<file path="src/rtl/gts_pkg.sv">
`timescale 1ns/1ps
package gts_pkg;

    typedef enum logic {
        PH_CONFIG = 1'b0,
        PH_USER   = 1'b1
    } phase_e;

    localparam logic [1:0] SRC_OFF   = 2'b00;
    localparam logic [1:0] SRC_PAD   = 2'b01;
    localparam logic [1:0] SRC_ROUTE = 2'b10;
    localparam logic [1:0] SRC_RSVD  = 2'b11;

    // Default sense is active-low; inversion makes the raw level active-high.
    function automatic logic sense(input logic raw, input logic inv);
        return inv ? raw : ~raw;
    endfunction

endpackage

</file>
<file path="src/rtl/gts_phase_fsm.sv">
`timescale 1ns/1ps
module gts_phase_fsm
    import gts_pkg::*;
(
    input  logic       clk,
    input  logic       rst_n,
    input  logic       cfg_active,
    input  logic       ts_pad_n,
    input  logic       ts_route,
    input  logic [1:0] src_sel,
    input  logic       ts_invert,
    output phase_e     phase_q,
    output logic       cmd_next
);

    phase_e phase_d;

    // state register
    always_ff @(posedge clk or negedge rst_n) begin
        if (!rst_n) phase_q <= PH_CONFIG;
        else        phase_q <= phase_d;
    end

    // transitions: config-done and reconfigure
    always_comb begin
        phase_d = phase_q;
        unique case (phase_q)
            PH_CONFIG: if (!cfg_active) phase_d = PH_USER;
            PH_USER:   if (cfg_active)  phase_d = PH_CONFIG;
        endcase
    end

    // command source per state
    always_comb begin
        cmd_next = 1'b0;
        unique case (phase_q)
            PH_CONFIG: cmd_next = ~ts_pad_n;
            PH_USER: begin
                unique case (src_sel)
                    SRC_PAD:   cmd_next = sense(ts_pad_n, ts_invert);
                    SRC_ROUTE: cmd_next = sense(ts_route, ts_invert);
                    SRC_OFF:   cmd_next = 1'b0;
                    SRC_RSVD:  cmd_next = 1'b0;
                endcase
            end
        endcase
    end

endmodule

</file>
<file path="src/rtl/gts_cmd_reg.sv">
`timescale 1ns/1ps
module gts_cmd_reg #(
    parameter logic RESET_VAL = 1'b0
) (
    input  logic clk,
    input  logic rst_n,
    input  logic d,
    output logic q
);

    always_ff @(posedge clk or negedge rst_n) begin
        if (!rst_n) q <= RESET_VAL;
        else        q <= d;
    end

endmodule

</file>
<file path="src/rtl/gts_io_cell.sv">
`timescale 1ns/1ps
module gts_io_cell (
    input  logic safe,
    input  logic oe_req,
    input  logic pu_req,
    input  logic pd_req,
    input  logic ttl_req,
    output logic oe,
    output logic pu,
    output logic pd,
    output logic ttl
);

    always_comb begin
        if (safe) begin
            oe  = 1'b0;
            pu  = 1'b1;
            pd  = 1'b0;
            ttl = 1'b1;
        end else begin
            oe  = oe_req;
            pu  = pu_req;
            pd  = pd_req;
            ttl = ttl_req;
        end
    end

endmodule

</file>
<file path="src/rtl/gts_fixed_pads.sv">
`timescale 1ns/1ps
module gts_fixed_pads #(
    parameter int NUM_DED = 3
) (
    input  logic               safe,
    input  logic               tdo_oe_req,
    input  logic               done_oe_req,
    input  logic               done_pu_req,
    input  logic [NUM_DED-1:0] ded_pu_req,
    output logic               tdo_oe,
    output logic               done_oe,
    output logic               done_pu,
    output logic [NUM_DED-1:0] ded_pu
);

    assign tdo_oe  = tdo_oe_req  & ~safe;
    assign done_oe = done_oe_req & ~safe;
    assign done_pu = done_pu_req |  safe;

    for (genvar g = 0; g < NUM_DED; g++) begin : g_ded
        assign ded_pu[g] = ded_pu_req[g] | safe;
    end

endmodule

</file>
<file path="src/rtl/gts_ctrl.sv">
`timescale 1ns/1ps
module gts_ctrl
    import gts_pkg::*;
#(
    parameter int NUM_IO  = 8,
    parameter int NUM_DED = 3
) (
    input  logic               clk,
    input  logic               rst_n,
    input  logic               cfg_active,
    input  logic               ts_pad_n,
    input  logic               ts_route,
    input  logic [1:0]         src_sel,
    input  logic               ts_invert,
    input  logic [NUM_IO-1:0]  usr_oe,
    input  logic [NUM_IO-1:0]  usr_pu,
    input  logic [NUM_IO-1:0]  usr_pd,
    input  logic [NUM_IO-1:0]  usr_ttl,
    input  logic               tdo_oe_req,
    input  logic               done_oe_req,
    input  logic               done_pu_req,
    input  logic [NUM_DED-1:0] ded_pu_req,
    output logic               ts_active,
    output logic [NUM_IO-1:0]  io_oe,
    output logic [NUM_IO-1:0]  io_pu,
    output logic [NUM_IO-1:0]  io_pd,
    output logic [NUM_IO-1:0]  io_ttl,
    output logic               tdo_oe,
    output logic               done_oe,
    output logic               done_pu,
    output logic [NUM_DED-1:0] ded_pu
);

    phase_e phase_q;
    logic   cmd_next;

    gts_phase_fsm u_fsm (
        .clk        (clk),
        .rst_n      (rst_n),
        .cfg_active (cfg_active),
        .ts_pad_n   (ts_pad_n),
        .ts_route   (ts_route),
        .src_sel    (src_sel),
        .ts_invert  (ts_invert),
        .phase_q    (phase_q),
        .cmd_next   (cmd_next)
    );

    gts_cmd_reg #(.RESET_VAL(1'b0)) u_cmd (
        .clk   (clk),
        .rst_n (rst_n),
        .d     (cmd_next),
        .q     (ts_active)
    );

    for (genvar i = 0; i < NUM_IO; i++) begin : g_io
        gts_io_cell u_cell (
            .safe    (ts_active),
            .oe_req  (usr_oe[i]),
            .pu_req  (usr_pu[i]),
            .pd_req  (usr_pd[i]),
            .ttl_req (usr_ttl[i]),
            .oe      (io_oe[i]),
            .pu      (io_pu[i]),
            .pd      (io_pd[i]),
            .ttl     (io_ttl[i])
        );
    end

    gts_fixed_pads #(.NUM_DED(NUM_DED)) u_fixed (
        .safe        (ts_active),
        .tdo_oe_req  (tdo_oe_req),
        .done_oe_req (done_oe_req),
        .done_pu_req (done_pu_req),
        .ded_pu_req  (ded_pu_req),
        .tdo_oe      (tdo_oe),
        .done_oe     (done_oe),
        .done_pu     (done_pu),
        .ded_pu      (ded_pu)
    );

endmodule

</file>
<file path="config.mk">
export PLATFORM = sky130hd
export DESIGN_NAME = gts_ctrl
export DESIGN_NICKNAME = d
export VERILOG_FILES = /design/src/rtl/gts_pkg.sv /design/src/rtl/gts_phase_fsm.sv /design/src/rtl/gts_cmd_reg.sv /design/src/rtl/gts_io_cell.sv /design/src/rtl/gts_fixed_pads.sv /design/src/rtl/gts_ctrl.sv
export SDC_FILE = /design/constraint.sdc
export NUM_CORES = 1
export LEC_CHECK = 0
export ABC_AREA = 1
export BUFFER_PORTS_ARGS = -buffer_cell sky130_fd_sc_hd__buf_4
export CORE_MARGIN = 2
export CORE_UTILIZATION = 28
export CTS_CLUSTER_SIZE = 24
export DETAILED_ROUTE_END_ITERATION = 8
export PLACE_DENSITY = 0.75
export SLEW_MARGIN = 5
export SYNTH_ARGS = -nofsm -noshare
export SYNTH_HDL_FRONTEND = slang
export SYNTH_SLANG_ARGS = --single-unit
</file>
<file path="constraint.sdc">
create_clock -name clk -period 1.14 [get_ports clk]
set_clock_uncertainty 0.1 [all_clocks]
set_input_delay 0.228 -clock clk [delete_from_list [all_inputs] [get_ports clk]]
set_output_delay 0.228 -clock clk [all_outputs]
set_load 0.005 [all_outputs]
</file>
==> results.json <==
{
  "critPathMaxStageDelay_ns": 0.46,
  "rsz0062_at_grt": "yes",
  "tns_ns": -14.41,
  "start_util": 0.296,
  "power_w": 0.000879,
  "viasPerCell": 3.91,
  "yosysTopAreaCellShare": 0.366,
  "stdcell_area_sq_mm": 0.00143,
  "dieArea_sq_mm": 0.00274,
  "drc": 0,
  "power_density_mw_per_mm2": 614,
  "nFillCells": 174,
  "pin_count": 85,
  "vias": 782,
  "post_synth.cell_area_avg_sq_um": 5.85,
  "die_width_microns": 52.4,
  "slew_violations": 0,
  "grt.overflow.total": 0,
  "grt_pass1_wl_mm": 2.46,
  "cp_num_buf_inv": 3,
  "cts_tree": "built",
  "hold_viol": 0,
  "rows": 17,
  "dp_hpwl_mm": 1.48,
  "fin_nets": 220,
  "critical_path.cell_chain": "clkbuf_16 > buf_6 > nor2_2 > buf_4",
  "worstPathRequired_ns": 0.81,
  "grt_pass1_vias": 665,
  "worst_skew_pair.late_latency_ns": 0.22,
  "grt_usage": 0.118,
  "outcome": "finished with violations",
  "avgRoutedWirePerCell_microns": 11.1,
  "violations": "setup timing",
  "worst_pin_slew_ns": 0.180,
  "clock-root-buffer": "clkbuf_4",
  "final_util": 0.647,
  "fmax_mhz": 637,
  "drtIter0Drc": 1,
  "drt-total-wl_mm": 2.22,
  "clkTransAtPathRegs_ns": 0.03,
  "grt_max_degree": 31,
  "finalSetupViolCount": 39,
  "min_period_ns": 1.57,
  "synth_nets": 158,
  "antenna_cells": 0,
  "yosysTopAreaCell": "buf_4",
  "syn_inst": 112,
  "core-area_sq_mm": 0.00221,
  "worst_ep_arrival_time_ns": 1.24,
  "die_y_microns": 52.4,
  "syn_area_sq_um": 656,
  "slowest_stage": "dfrtp_2",
  "synth_warnings": 0,
  "ant_nets": 0,
  "clock_sinks": 2,
  "fin_crit_sh": 1.38,
  "endpoint_kind": "primary output",
  "start_kind": "register",
  "crit_family": "flip-flops",
  "first_pass_iters": 3,
  "numCtsBuffers": 3,
  "crit_fanout": 7,
  "port_buffers": 84,
  "placed_cell_area_sq_mm": 0.00108,
  "final-instance-count-excl-fill": 200,
  "seq_area_frac_synth": 0.0763,
  "drv_cap": 0,
  "synth_area_leaders": "buf_4 (37%), or2_2 (18%), inv_1 (14%), nor2_1 (11%), dfrtp_1 (7.6%)",
  "place_congestion": 0.686,
  "yosysUniqueCellTypes": 10,
  "ir_drop_v": 0.000681,
  "clockBufferDepth": 2,
  "critical_path_class": "reg -> out",
  "drive_above_1_share": 0.767,
  "hold_class": "in -> reg",
  "antenna_found_initial": 0,
  "dp.cells": 191,
  "relSlewSlack": 0.880,
  "p_leak_nw": 0.808,
  "syn_to_final_growth_pct": 118,
  "htreeDepth": 1,
  "synth-seq-cells": 2,
  "setup_slack_ns": -0.429
}
## logic make-up after synthesis
group / Yosys count / share of synthesized area
buf+inv: 60 / 0.553
simple gates: 50 / 0.370
flops: 2 / 0.0763
## flip-flops by register name, summed over array words and instances, names as in the netlist
name           flops
u_cmd.q            1
u_fsm.phase_q      1
## final timing paths
check	from	endpoint	slack [ns]	depth (start not counted)
max in group asynchronous	rst_n	u_cmd.q$_DFF_PN0_	0.61	2
worst max-delay path	u_cmd.q$_DFF_PN0_	io_oe[3]	-0.43	4
worst min-delay path	cfg_active	u_fsm.phase_q$_DFF_PN0_	0.04	2
worst max register to register	u_fsm.phase_q$_DFF_PN0_	u_cmd.q$_DFF_PN0_	0.28	2
min in group asynchronous	rst_n	u_cmd.q$_DFF_PN0_	0.23	2
worst min register to register	u_fsm.phase_q$_DFF_PN0_	u_cmd.q$_DFF_PN0_	0.37	2
## metal layers
| metal | wire (microns) | global-route usage | vias to the layer above |
|---|---|---|---|
| li1 | - | - | 400 |
| met1 | 657 | 0.0803 | 338 |
| met2 | 1310 | 0.263 | 44 |
| met3 | 250 | 0.0514 | 0 |
| met4 | 0 | 0.0385 | 0 |
| met5 | 0 | 0 | - |
## cells in the final DEF (no fill, tap or decap)
cell | Yosys | routed
buf_12 | 0 | 2
buf_4 | 32 | 61
buf_6 | 2 | 27
clkbuf_16 | 0 | 2
clkbuf_4 | 0 | 3
dfrtp_1 | 2 | 1
dfrtp_2 | 0 | 1
dlygate4sd3_1 | 0 | 1
inv_1 | 24 | 24
nand2_1 | 7 | 7
nand3_1 | 2 | 2
nor2_1 | 20 | 3
nor2_2 | 0 | 9
nor2_4 | 0 | 8
or2_1 | 2 | 2
or2_2 | 19 | 1
or2_4 | 0 | 18
## where the power goes
group	switching [W]	total [W]	internal [W]	leakage, nW
registers	0.00000923	0.0000862	0.0000770	0.0229
logic	0.000207	0.000637	0.000430	0.772
clock network	0.0000397	0.000156	0.000116	0.0138
## worst reg2reg max path, cell delays in order, from the launching register on
cell,delay (ns)
dfrtp_1,0.36
or2_2,0.26
nand2_1,0.07
## synth_stat cells, drive strengths merged
master	number
buf	36
dfrtp	2
inv	24
nand2	7
nand3	2
nor2	20
or2	21
## stage by stage
stage | setup slack, ns | hold WS (ns)
finish | -0.429 | 0.0450
global route | -0.465 | 0.0399
detailed placement | -0.195 | -0.0884
global placement | -0.160 | -0.0894
CTS | -0.441 | 0.0367
floorplan | -0.151 | -0.168
## area by class of cell
class | instances | area, sq um | area share
Tap cell | 28 | 35.0 | 0.0245
Multi-Input combinational cell | 50 | 370 | 0.259
Sequential cell | 2 | 51.3 | 0.0358
Timing Repair Buffer | 93 | 862 | 0.602
Clock buffer | 3 | 22.5 | 0.0157
Inverter | 24 | 90.1 | 0.0629
## repair_timing
action / CTS / global route
pin swaps: 0 / 26
resized for setup: 5 / 69
endpoints found under the setup margin: 39 / 39
hold buffers: 1 / 0
setup buffers: 0 / 3
gates cloned: 0 / 2
endpoints found under the hold margin: 2 / 0
Power figures use the tool's default switching activity.
